$ cat src/rtl/wpg_pkg.sv
package wpg_pkg;
  localparam int ADDR_W = 8;
  localparam int DATA_W = 32;

  localparam logic [ADDR_W-1:0] KEY0_ADDR  = 8'h6C;
  localparam logic [ADDR_W-1:0] KEY1_ADDR  = 8'h70;
  localparam logic [DATA_W-1:0] KEY0_MAGIC = 32'h83E70B13;
  localparam logic [DATA_W-1:0] KEY1_MAGIC = 32'h95A4F1E0;

  typedef struct packed {
    logic [ADDR_W-1:0] lo;
    logic [ADDR_W-1:0] hi;
  } win_t;

  localparam int NWIN = 7;
  localparam win_t PROT_WIN [NWIN] = '{
    '{lo: 8'h00, hi: 8'h18},
    '{lo: 8'h20, hi: 8'h34},
    '{lo: 8'h44, hi: 8'h48},
    '{lo: 8'h54, hi: 8'h54},
    '{lo: 8'h60, hi: 8'h68},
    '{lo: 8'h7C, hi: 8'h7C},
    '{lo: 8'h80, hi: 8'h98}
  };
endpackage

$ cat src/rtl/wpg_rst_sync.sv
module wpg_rst_sync #(
  parameter int STAGES = 2
) (
  input  logic clk,
  input  logic rst_n,
  output logic rst_n_sync
);
  logic [STAGES-1:0] chain_q;
  logic [STAGES-1:0] chain_d;

  always_comb chain_d = {chain_q[STAGES-2:0], 1'b1};

  always_ff @(posedge clk or negedge rst_n) begin
    if (!rst_n) chain_q <= '0;
    else        chain_q <= chain_d;
  end

  assign rst_n_sync = chain_q[STAGES-1];
endmodule

$ cat src/rtl/wpg_prot_decode.sv
module wpg_prot_decode
  import wpg_pkg::*;
(
  input  logic [ADDR_W-1:0] addr_i,
  output logic              prot_o,
  output logic              key_o
);
  logic [NWIN-1:0] hit;

  for (genvar w = 0; w < NWIN; w++) begin : g_win
    assign hit[w] = (addr_i >= PROT_WIN[w].lo) && (addr_i <= PROT_WIN[w].hi);
  end

  assign prot_o = |hit;
  assign key_o  = (addr_i == KEY0_ADDR) || (addr_i == KEY1_ADDR);
endmodule

$ cat src/rtl/wpg_key_slot.sv
module wpg_key_slot
  import wpg_pkg::*;
#(
  parameter logic [ADDR_W-1:0] SLOT_ADDR = KEY0_ADDR,
  parameter logic [DATA_W-1:0] MAGIC     = KEY0_MAGIC
) (
  input  logic              clk,
  input  logic              rst_n,
  input  logic              wr_en_i,
  input  logic [ADDR_W-1:0] wr_addr_i,
  input  logic [DATA_W-1:0] wr_data_i,
  output logic              match_o
);
  logic match_q;
  logic match_d;
  logic load_en;

  assign load_en = wr_en_i && (wr_addr_i == SLOT_ADDR);

  always_comb begin
    match_d = match_q;
    if (load_en) match_d = (wr_data_i == MAGIC);
  end

  always_ff @(posedge clk or negedge rst_n) begin
    if (!rst_n)       match_q <= 1'b0;
    else if (load_en) match_q <= match_d;
  end

  assign match_o = match_q;

  a_r3_wrong_word_clears: assert property (@(posedge clk) disable iff (!rst_n)
    (wr_en_i && wr_addr_i == SLOT_ADDR && wr_data_i != MAGIC) |=> !match_o);
  a_r2_magic_sets: assert property (@(posedge clk) disable iff (!rst_n)
    (wr_en_i && wr_addr_i == SLOT_ADDR && wr_data_i == MAGIC) |=> match_o);
  a_r1_slot_holds: assert property (@(posedge clk) disable iff (!rst_n)
    !(wr_en_i && wr_addr_i == SLOT_ADDR) |=> $stable(match_o));
endmodule

$ cat src/rtl/wpg_write_gate.sv
module wpg_write_gate
  import wpg_pkg::*;
(
  input  logic              clk,
  input  logic              rst_n,
  input  logic              wr_en_i,
  input  logic [ADDR_W-1:0] wr_addr_i,
  input  logic [DATA_W-1:0] wr_data_i,
  input  logic [ADDR_W-1:0] rd_addr_i,
  input  logic [DATA_W-1:0] rd_data_i,
  output logic              wr_en_o,
  output logic [ADDR_W-1:0] wr_addr_o,
  output logic [DATA_W-1:0] wr_data_o,
  output logic [DATA_W-1:0] rd_data_o,
  output logic              unlocked_o
);
  logic rst_n_s;
  logic wr_prot, wr_key;
  logic rd_prot_unused, rd_key;
  logic k0_ok, k1_ok;
  logic unlocked;

  wpg_rst_sync #(.STAGES(2)) u_rst (.clk(clk), .rst_n(rst_n), .rst_n_sync(rst_n_s));

  wpg_prot_decode u_wdec (.addr_i(wr_addr_i), .prot_o(wr_prot), .key_o(wr_key));
  wpg_prot_decode u_rdec (.addr_i(rd_addr_i), .prot_o(rd_prot_unused), .key_o(rd_key));

  wpg_key_slot #(.SLOT_ADDR(KEY0_ADDR), .MAGIC(KEY0_MAGIC)) u_key0 (
    .clk(clk), .rst_n(rst_n_s), .wr_en_i(wr_en_i), .wr_addr_i(wr_addr_i),
    .wr_data_i(wr_data_i), .match_o(k0_ok));
  wpg_key_slot #(.SLOT_ADDR(KEY1_ADDR), .MAGIC(KEY1_MAGIC)) u_key1 (
    .clk(clk), .rst_n(rst_n_s), .wr_en_i(wr_en_i), .wr_addr_i(wr_addr_i),
    .wr_data_i(wr_data_i), .match_o(k1_ok));

  assign unlocked   = k0_ok && k1_ok;
  assign unlocked_o = unlocked;

  always_comb begin
    wr_en_o = 1'b0;
    if (wr_en_i && !wr_key) wr_en_o = !wr_prot || unlocked;
  end

  assign wr_addr_o = wr_addr_i;
  assign wr_data_o = wr_data_i;
  assign rd_data_o = rd_key ? '0 : rd_data_i;

  a_r4_locked_drop: assert property (@(posedge clk) disable iff (!rst_n_s)
    (wr_en_i && wr_prot && !unlocked_o) |-> !wr_en_o);
  a_r7_key_absorbed: assert property (@(posedge clk) disable iff (!rst_n_s)
    (wr_en_i && wr_key) |-> !wr_en_o);
  a_r6_open_pass: assert property (@(posedge clk) disable iff (!rst_n_s)
    (wr_en_i && !wr_prot && !wr_key) |-> wr_en_o);
  a_r2_rise_after_key: assert property (@(posedge clk) disable iff (!rst_n_s)
    $rose(unlocked_o) |-> $past(wr_en_i && wr_key));
endmodule

$ cat config.mk
export PLATFORM = sky130hd
export DESIGN_NAME = wpg_write_gate
export DESIGN_NICKNAME = d
export VERILOG_FILES = /design/src/rtl/wpg_pkg.sv /design/src/rtl/wpg_rst_sync.sv /design/src/rtl/wpg_prot_decode.sv /design/src/rtl/wpg_key_slot.sv /design/src/rtl/wpg_write_gate.sv
export SDC_FILE = /design/constraint.sdc
export NUM_CORES = 1
export LEC_CHECK = 0
export BUFFER_PORTS_ARGS = -buffer_cell sky130_fd_sc_hd__clkbuf_2
export CAP_MARGIN = 10
export CORE_AREA = 2 2 60 62
export CTS_CLUSTER_SIZE = 30
export DETAILED_ROUTE_END_ITERATION = 8
export DIE_AREA = 0 0 62 64
export PLACE_DENSITY = 0.84
export SLEW_MARGIN = 20
export SYNTH_ARGS = -nofsm -noshare
export SYNTH_HDL_FRONTEND = slang
export SYNTH_SLANG_ARGS = --single-unit
$ cat constraint.sdc
create_clock -name clk -period 2.7 [get_ports clk]
set_clock_uncertainty 0.2 [all_clocks]
set_input_delay 0.405 -clock clk [delete_from_list [all_inputs] [get_ports clk]]
set_output_delay 0.405 -clock clk [all_outputs]
set_load 0.01 [all_outputs]
# After elaboration in Yosys (flattened, before gate mapping)
# Index checks and enable logic that the tools add are counted.
# classes
n_lt_le_gt_ge,14
n_eq_ne,6
muxes,2
n_reduce_logical,17
# ops
op,n
$eq A32 B32 Y1 const B,2
$eq A8 B7 Y1 const B,4
$ge A8 B7 Y1 const B,4
$le A8 B7 Y1 const B,4
$mux W32,1
$logic_and A1 B1 Y1,11
$ge A8 B1 Y1 const B,1
$ge A8 B6 Y1 const B,1
$ge A8 B8 Y1 const B,1
$le A8 B5 Y1 const B,1
$le A8 B6 Y1 const B,1
$le A8 B8 Y1 const B,1
$reduce_or A7 Y1,1
$logic_or A1 B1 Y1,3
$logic_not A1 Y1,2
$mux W1,1
# totals
register_bits,4
input_bits,83
out_inout_bits,74
word_cells,42

# Depth between registers and ports, before layout
# Gate-level depths: netlist of run 1.
# logic_depth
word_depth,6
ltp_mapped,5
depth_no_buf,4

# Hierarchy
# Synthesis of run 1 repeated with hierarchy kept, for this count alone.
# hier_totals
hier_cells,157
area_unflattened_um2,1219.9
# modules_own_cells
module,n_inst,cells_per_inst,area_each_um2,seq_area_each_um2
wpg_write_gate,1,79,541.8,0.0
wpg_prot_decode,2,19,135.1,0.0
wpg_key_slot at u_key1,1,19,185.2,25.0
wpg_key_slot at u_key0,1,18,168.9,25.0
wpg_rst_sync,1,3,53.8,50.0

# Worst setup path after synthesis of run 1
# Ideal clock, no wire load.
# synth_timing
kind,input to output
start,in wr_addr_i[3]
end,out wr_en_o
t_arrival_ns,1.288
required_time_ns,2.095
slack_ns,0.807
cell_stages,5
path_buffers,1
path_cell_list,buf_4 -> a211o_2 -> nand2_1 -> a311oi_1 -> o311a_1
# synth_via
elab_chain_len,6
elab_cells_between_ends,30
cone_classes,order compare (14); eq/ne (2); mux (1); reduce/logical (13)
# synth_rtl
item,line,rtl
from (decl),wpg_write_gate.sv:7,"input logic [ADDR_W-1:0] wr_addr_i,"
$ge A8 B1 Y1 (tied with other cells),wpg_prot_decode.sv:11,assign hit[w] = (addr_i >= PROT_WIN[w].lo) && (addr_i <= PROT_WIN[w].hi);
$logic_and A1 B1 Y1,wpg_prot_decode.sv:11,
$reduce_or A7 Y1,wpg_prot_decode.sv:14,assign prot_o = |hit;
$logic_not A1 Y1,wpg_write_gate.sv:40,if (wr_en_i && !wr_key) wr_en_o = !wr_prot || unlocked;
$logic_or A1 B1 Y1,wpg_write_gate.sv:40,
$mux W1 *,wpg_write_gate.sv:40,
to (decl),wpg_write_gate.sv:11,"output logic wr_en_o,"
# Every way passes the cells marked *; elsewhere a longest branch is shown, timed or not.

# Worst setup path in the final report of run 1
# layout_timing
start,in wr_addr_i[1]
end,out wr_en_o
# Same word-level chain as after synthesis.

==> impl_results.md, run 1 <==
* Status: complete, no violations
* Total I/O pin count at 157
* WP data required at 2100 ps
* Clock Tree Buf Depth at 2
* GRT Resource Usage Total at 14.6%
* Yosys top cell by area: buf_4
* Final Hold Viols at 0
* Synthesized net count at 221
* Worst hold start: u_rst.chain_q[0]$_DFF_PN0_
* WL final at 3170 um
* Height of the die at 64 um
* Setup CP Type: in -> out
* Initial Utilization at 30.0%
* Vias in the first global route at 1067
* Pleak at 0.917 nW
* GPL Wtd Cong at 0.769
* Synthesized area per cell at 7.14 um2
* Ys Warns at 0
* Antenna-violating nets left at 0
* Iter 0 DRT Violations at 44
* Largest net degree at the start of global routing at 23
* # rows at 21
* Critical path fanouts, max at 5
* CTS buffer count at 3
* Post-Route M1 WL at 1060 um
* Worst skew pair latency at 230 ps
* Share of layout cells above drive strength 1 at 63.7%
* Mapped Cells at 138
* Critical Path Source: wr_addr_i[1]
* CORE AREA at 3280 um2
* Worst vdd rail ir drop at 90.3 uV
* Most common cell type on the critical path: clkbuf_2
* Setup crit end: wr_en_o
* Filler Cells Inserted at 323
* Drt via density at 4.34
* Clock root cell: clkbuf_4
* Setup-failing EPs final at 0
* Synth Cell Area at 985 um2
* Post-place setup slack at 587 ps
* Fin crit share at 79.0%
* Setup slack, reg-to-reg at 1810 ps
* Detail Route met2 WL at 1810 um
* Vias at 1311
* CTS Sinks at 4
* Hold Crit Class: reg -> reg
* # DRC at 0
* Tmin final at 2130 ps
* DR WL met3 at 287 um
* Max_cap viols at 0
* Grt total ovfl at 0
* Critical Path Start Type: primary input
* Number of diodes at 0
* H-tree depth at 1
* Uppermost layer routed: met4
* Worst path slowest cell: o311a_1
* Post-synthesis register bit count at 4
* Die X-Extent at 62 um
* Nets at 341
* I/O Buffers at 156
* Worst-path clk slew at 40 ps
* Post-synthesis sequential area ratio at 10.2%
* Critical Path Sink Type: output port
* Post-CTS setup buffers at 0
* RSZ-0062 raised after global routing: no
* Design Area, Final at 1550 um2
* DP HPWL at 2940 um
* Placed instance area at 1510 um2
* Final Max Slew Viols at 0
* Pre-antenna DRT Iters at 4
* Antenna violations before repair at 0
* Post-synth top area share at 31.3%
* Setup TNS at 0 ps
* Area Overhead vs Synth at 57.4%
* Fmax at 0.469 GHz
* WP data arrival at 1530 ps
* Ranking of synthesized cells by area: buf_4 31%, and2_1 21%, dfrtp_1 10%, o21ai_0 3.0%, nor2_1 3.0%
* Hold slack at 144 ps
* RR Endpoint: u_key1.match_o$_DFFE_PN0P_
* Crit-path cells: clkbuf_2 > nor2_1 > and3b_1 > a311oi_1 > o311a_1 > clkbuf_2
* Min setup slack post-route at 568 ps
* Max incr delay on CP at 370 ps
* Pwr/cell area at 220 nW/um2
* Die area at 3970 um2
* Crit Reg-Reg Startpoint: u_rst.chain_q[1]$_DFF_PN0_
* Area of the multi-input gates at 551 um2
* Worst reg-to-reg path cell count at 1
* Yosys cell types at 31
* Wire length per cell at 10.5 um
* Register area at 100 um2
* TritonCTS clock tree: built
* First-pass GRT wire length at 4330 um
## worst min-delay path by stage
| stage | end | slack (ps) | depth (start not counted) |
|---|---|---|---|
| 2_1_floorplan | u_key0.match_o$_DFFE_PN0P_ | -190 | 0 |
| 3_3_place_gp | u_key0.match_o$_DFFE_PN0P_ | -180 | 0 |
| 3_5_place_dp | u_key0.match_o$_DFFE_PN0P_ | -180 | 0 |
| 4_1_cts | u_rst.chain_q[1]$_DFF_PN0_ | 140 | 0 |
| 5_1_grt | u_rst.chain_q[1]$_DFF_PN0_ | 140 | 0 |
| 6_report | u_rst.chain_q[1]$_DFF_PN0_ | 140 | 0 |
## cells in the mapped netlist
master and n:
buf_4 41, and2_1 33, nor2_1 8, nand2_1 7, o21ai_0 6, dfrtp_1 4
nand4_1 4, clkbuf_1 3, nor3_1 3, nor4b_1 3, nand3_1 2, nor3b_1 2
nor4_1 2, nor4bb_1 2, o2111ai_1 2, a211o_2 1, a21oi_1 1, a22o_1 1
a311oi_1 1, and2b_1 1, and3b_1 1, buf_6 1, conb_1 1, inv_1 1
nand2b_1 1, nand3b_1 1, nand4_2 1, nand4b_1 1, o311a_1 1, o41ai_1 1
or4b_1 1
## flip-flops by register name, summed over array words and instances, names as in the netlist
signal	cells
u_rst.chain_q	2
u_key1.match_o	1
u_key0.match_o	1
## routing by layer
metal	vias up	global-route usage, %
met4	0	3.19
met1	560	12.2
li1	673	-
met3	2	5.47
met5	-	0
met2	76	29.9
## placed cells by master (no fill, tap or decap), types with 2 or more instances in the layout
cell type,synthesis,layout
nor4bb_1,2,2
nor4_1,2,2
dfrtp_1,4,4
buf_4,41,2
dlygate4sd3_1,0,2
o21ai_0,6,6
nor3_1,3,3
nor2_1,8,8
nand3_1,2,2
nor3b_1,2,2
nand2_1,7,7
nand4_1,4,4
and2_1,33,33
nor4b_1,3,3
o2111ai_1,2,2
clkbuf_2,0,156
clkbuf_4,0,3
## kinds of logic (layout without fill, tap and decap cells)
logic type             count (synthesis)  after routing  share of synthesized area, %
AO/OA/AOI/OAI                         14             14                          10.0
buffers and inverters                 46            164                          33.9
flip-flops                             4              4                          10.2
other                                  1              1                         0.381
AND/OR/NAND/NOR                       73             73                          45.5
## critical path: cells and delay by family
family	cells	cell delay, ps
simple gates	2	490
compound gates	2	420
buf+inv	2	220
## final cells by class
| type | count | area share, % |
|---|---|---|
| Clock buffer | 3 | 1.45 |
| Inverter | 1 | 0.242 |
| Multi-Input combinational cell | 88 | 35.5 |
| Sequential cell | 4 | 6.46 |
| Tap cell | 46 | 3.71 |
| Timing Repair Buffer | 160 | 52.6 |
## metrics by stage
step / utilization [%] / instances / total power, mW
5_1_grt: 47.2 / 302 / 0.371
4_1_cts: 47.2 / 302 / 0.350
6_report: 47.2 / 302 / 0.341
3_5_place_dp: 45.9 / 297 / 0.267
3_3_place_gp: 45.9 / 297 / 0.265
2_1_floorplan: - / 138 / 0.182
## power by group
part	switching [mW]	internal (mW)	total, mW
Sequential	0.000301	0.0618	0.0621
Clock	0.0251	0.0498	0.0749
Combinational	0.0990	0.105	0.204
## what timing repair did
| action | 4_1_cts | 5_1_grt |
|---|---|---|
| hold buffers | 2 | 0 |
| resized for setup | 0 | 0 |
| endpoints found under the hold margin | 4 | 0 |
Note: power is estimated with default switching activity, not from simulation.
==> run 2: changes to the inputs <==
ABC_AREA = 1   (was unset)
CORE_AREA = unset   (was 2 2 60 62)
CORE_MARGIN = 1.5   (was unset)
CORE_UTILIZATION = 31   (was unset)
DIE_AREA = unset   (was 0 0 62 64)
PLACE_DENSITY = 0.81   (was 0.84)
clock period = 2.1 ns   (was 2.7 ns; I/O delays follow)
==> impl_results.md, run 2 <==
* Tmin final at 1880 ps
* RSZ-0062 raised after global routing: no
* Most used routing layer: met2
* Worst skew pair latency at 210 ps
* Grt total ovfl at 0
* Yosys top cell by area: buf_4
* Critical path fanouts, max at 32
* Pleak at 1.17 nW
* Vias in the first global route at 1336
* Clock root cell: clkbuf_8
* Area Overhead vs Synth at 48.7%
* H-tree depth at 1
* Vias at 1545
* Antenna-violating nets left at 0
* CTS Sinks at 4
* Initial Utilization at 33.2%
* Reg with most FFs: u_rst.chain_q
* GRT Resource Usage Total at 15.4%
* Fmax at 0.532 GHz
* Critical Path Sink Type: output port
* Post-synth top area share at 26.3%
* # rows at 21
* Min setup slack post-route at 221 ps
* Clock Tree Buf Depth at 2
* Die area at 4060 um2
* Pwr/cell area at 308 nW/um2
* Number of diodes at 0
* Met2 Use GR at 30.8%
* Max reg flops at 2
* Share of layout cells above drive strength 1 at 52.1%
* Setup TNS at 0 ps
* Filler Cells Inserted at 352
* Largest net degree at the start of global routing at 33
* First-pass GRT wire length at 5070 um
* Synthesized area per cell at 5.50 um2
* Total I/O pin count at 157
* Setup CP Type: in -> out
* Post-synthesis register bit count at 4
* Status: complete, no violations
* Hold Crit Class: reg -> reg
* Synth top cells by count: 42 x inv_1, 41 x nor2_1, 40 x buf_4
* Post-synthesis sequential area ratio at 8.75%
* Tot Pwr at 524 uW
* Fin crit share at 89.5%
* Wire length per cell at 8.91 um
* Height of the die at 63.7 um
* Ys Warns at 0
* M3 GR Usage at 2.99%
* WL final at 3310 um
* GRT met1 Usage at 15.0%
* TritonCTS clock tree: built
* Synthesized net count at 291
* # DRC at 0
* WP data arrival at 1360 ps
* Most frequent cells in the layout: 156 x clkbuf_2, 42 x inv_1, 41 x nor2_1
* Max_cap viols at 0
* Worst-path clk slew at 30 ps
* Yosys cell types at 19
* Die X-Extent at 63.7 um
* Ranking of synthesized cells by area: buf_4 26%, inv_1 14%, nor2_1 13%, nand2_1 11%, dfrtp_1 8.8%
* GPL Wtd Cong at 0.803
* Most numerous cell in the Yosys netlist: inv_1
* Drt via density at 4.15
* Antenna violations before repair at 0
* Synth Cell Area at 1140 um2
* Nets at 411
* Post-place setup slack at 194 ps
* CTS buffer count at 3
* WP data required at 1580 ps
* Critical Path Start Type: primary input
* Post-synth ARST share at 100%
* Synth Flop Type: dfrtp_1
* CORE AREA at 3440 um2
* Commonest non-fill, non-tap cell in the layout: clkbuf_2
* DP HPWL at 3030 um
* Cts repair resizes at 0
* Number of flops mapped to enable cells by yosys at 0
* Setup-failing EPs final at 0
* Mapped Cells at 208
* Worst vdd rail ir drop at 158 uV
* I/O Buffers at 156
* Final Max Slew Viols at 0
* Final Hold Viols at 0
* Pre-antenna DRT Iters at 4
* Iter 0 DRT Violations at 73
* Hold slack at 142 ps
-- run 2: changes by cell type after synthesis, moves of 8 or more --
| cell | previous run | this run |
|---|---|---|
| inv_1 | 1 | 42 |
| and2_1 | 33 | 0 |
| nor2_1 | 8 | 41 |
| nand2_1 | 7 | 35 |
| nor2_2 | 0 | 9 |
| nor3_1 | 3 | 11 |
-- run 2: timing repair --
action                                 CTS  global route
endpoints found under the hold margin    4             0
buffers inserted                         0             0
hold buffers                             2             0
-- run 2: cells by family after synthesis --
kind of cell	count (synthesis)	synth area share, %
simple gates	112	43.7
flops	4	8.75
compound gates	6	3.50
other cells	1	0.328
buf+inv	85	43.8
-- run 2: final cells by class --
cell class | count | area (um2) | area share, %
well taps | 46 | 57.6 | 3.38
flip-flops and latches | 4 | 100 | 5.89
clock buffers | 3 | 41.3 | 2.43
repair buffers | 158 | 801 | 47.1
inverters | 42 | 158 | 9.27
multi-input cells | 119 | 543 | 31.9
-- run 2: worst paths after layout --
kind,startpoint,end,slack (ps),cells past startpoint
setup / recovery,rd_addr_i[0],rd_data_o[20],220,7
hold / removal,u_rst.chain_q[0]$_DFF_PN0_,u_rst.chain_q[1]$_DFF_PN0_,140,0
setup reg to reg,u_rst.chain_q[1]$_DFF_PN0_,u_key0.match_o$_DFFE_PN0P_,1240,1
hold reg to reg,u_rst.chain_q[0]$_DFF_PN0_,u_rst.chain_q[1]$_DFF_PN0_,140,0
max in group asynchronous,u_rst.chain_q[1]$_DFF_PN0_,u_key0.match_o$_DFFE_PN0P_,1240,1
min in group asynchronous,rst_n,u_rst.chain_q[0]$_DFF_PN0_,250,2
-- run 2: layer usage --
metal	wire [um]	up-vias	part of all wire (%)
li1	-	818	-
met1	1170	620	35
met2	1760	99	53
met3	319	8	9.6
met4	72	0	2.2
met5	0	-	0
-- run 2: per-stage QoR --
stage               utilization, %  instances  area, um2
global placement              47.6        367       1640
detailed placement            47.6        367       1640
CTS                           49.4        372       1700
global route                  49.4        372       1700
floorplan                        -        208       1140
finish                        49.4        372       1700
-- run 2: worst max-delay path, stage by stage --
cell and delay (ps):
clkbuf_2 80, nor2_1 90, nand2_1 70, nor3b_2 190, o21a_4 380, nor2_1 90, clkbuf_2 140
-- run 2: report_power, final --
part	internal [mW]	switching, mW	leakage (nW)	total (mW)
registers	0.0796	0.000326	0.0513	0.0799
logic	0.136	0.148	1.09	0.284
clock network	0.122	0.0382	0.0216	0.160
==> run 3: changes to the inputs <==
==> constraint.sdc (replaced) <==
create_clock -name clk -period 2.1 [get_ports clk]
set_clock_uncertainty 0.2 [all_clocks]
set_input_delay 0.42 -clock clk [delete_from_list [all_inputs] [get_ports clk]]
set_output_delay 0.42 -clock clk [all_outputs]
set_load 0.01 [all_outputs]
==> impl_results.md, run 3 (synthesis gave the netlist of run 2 again) <==
* Status: complete, no violations
* Uppermost layer routed: met4
* DP HPWL at 3030 um
* Post-CTS setup buffers at 0
* RSZ-0062 raised after global routing: no
* Max_cap viols at 0
* Nets at 413
* Clock Tree Buf Depth at 2
* Largest net degree at the start of global routing at 22
* Tmin final at 1980 ps
* Fmax at 0.506 GHz
* Design Area, Final at 1740 um2
* Cts repair resizes at 0
* # DRC at 0
* Number of diodes at 0
* Initial Utilization at 33.2%
* Total I/O pin count at 157
* I/O Buffers at 156
* Antenna violations before repair at 0
* Drt via density at 4.10
* H-tree depth at 1
* Height of the die at 63.7 um
* WP data required at 1480 ps
* Critical path fanouts, max at 21
* Critical Path Start Type: primary input
* Commonest non-fill, non-tap cell in the layout: clkbuf_2
* Grt total ovfl at 0
* Reg with most FFs: u_rst.chain_q
* Hold slack at 154 ps
* Placed instance area at 1680 um2
* CORE AREA at 3440 um2
* Antenna-violating nets left at 0
* Pleak at 1.18 nW
* Detail Route met2 WL at 1810 um
* Pwr/cell area at 306 nW/um2
* Critical Path Sink Type: output port
* WP data arrival at 1360 ps
* Setup CP Type: in -> out
* Hold Crit Class: reg -> reg
* CTS Sinks at 4
* Setup-failing EPs final at 0
* CTS buffer count at 3
* Vias at 1534
* DR WL met3 at 345 um
* Share of layout cells above drive strength 1 at 52.4%
* First-pass GRT wire length at 5200 um
* Setup TNS at 0 ps
* Most frequent cells in the layout: 156 x clkbuf_2, 42 x inv_1, 41 x nor2_1
* Fin crit share at 94.1%
* GPL Wtd Cong at 0.775
* Pre-antenna DRT Iters at 4
* Worst-path clk slew at 30 ps
* # rows at 21
* Vias in the first global route at 1332
* Max reg flops at 2
* Worst skew pair latency at 220 ps
* Area Overhead vs Synth at 52.2%
* Iter 0 DRT Violations at 45
* GRT Resource Usage Total at 15.9%
* TritonCTS clock tree: built
* WL final at 3370 um
* Final Hold Viols at 0
* Filler Cells Inserted at 329
* Die X-Extent at 63.7 um
* Worst vdd rail ir drop at 333 uV
* Clock root cell: clkbuf_8
* Wire length per cell at 9.00 um
* Hold_buf cts at 2
* Post-Route M1 WL at 1180 um
* Die area at 4060 um2
* Final Max Slew Viols at 0
## run 3: changes by cell type in the layout (fill, tap and decap cells not counted)
cell / change
buf_12: +2
## run 3: metrics by stage
| stage | power, mW | utilization (%) | cells | worst slack, ps |
|---|---|---|---|---|
| 2_1_floorplan | 0.246 | - | 208 | 372 |
| 3_5_place_dp | 0.366 | 48.8 | 369 | 113 |
| 3_3_place_gp | 0.363 | 48.8 | 369 | 152 |
| 6_report | 0.532 | 50.6 | 374 | 124 |
| 5_1_grt | 0.579 | 50.6 | 374 | 51.4 |
| 4_1_cts | 0.539 | 50.6 | 374 | 113 |
## run 3: power by group
group / internal (mW) / total, mW / switching (mW)
registers: 0.0795 / 0.0800 / 0.000458
logic: 0.137 / 0.285 / 0.148
clock network: 0.123 / 0.167 / 0.0442
## run 3: routing by layer
metal  up-vias  GRT usage [%]
met3         4           4.23
met4         0           4.08
met1       616           14.8
met2        92           33.2
met5         -              0
li1        822              -
## run 3: path summary, 6_finish.rpt
| check | to | cells after the start | from | slack (ps) |
|---|---|---|---|---|
| min in group asynchronous | u_rst.chain_q[1]$_DFF_PN0_ | 2 | rst_n | 350 |
| max in group asynchronous | u_key1.match_o$_DFFE_PN0P_ | 1 | u_rst.chain_q[1]$_DFF_PN0_ | 1220 |
| max | rd_data_o[14] | 8 | rd_addr_i[0] | 120 |
| min reg2reg | u_rst.chain_q[1]$_DFF_PN0_ | 0 | u_rst.chain_q[0]$_DFF_PN0_ | 150 |
| min | u_rst.chain_q[1]$_DFF_PN0_ | 0 | u_rst.chain_q[0]$_DFF_PN0_ | 150 |
| max reg2reg | u_key1.match_o$_DFFE_PN0P_ | 1 | u_rst.chain_q[1]$_DFF_PN0_ | 1220 |
## run 3: critical path, cell delays in order
cell and delay (ps):
clkbuf_2 80, nor2_1 90, nand2_1 70, nor3b_2 190, o21a_4 180, buf_12 150
nor2_1 50, clkbuf_2 130
## run 3: cell type report
| type | instances | area (um2) | area share [%] |
|---|---|---|---|
| Clock buffer | 3 | 41.3 | 2.37 |
| Inverter | 42 | 158 | 9.06 |
| Multi-Input combinational cell | 119 | 543 | 31.2 |
| Sequential cell | 4 | 100 | 5.75 |
| Tap cell | 46 | 57.6 | 3.31 |
| Timing Repair Buffer | 160 | 841 | 48.3 |
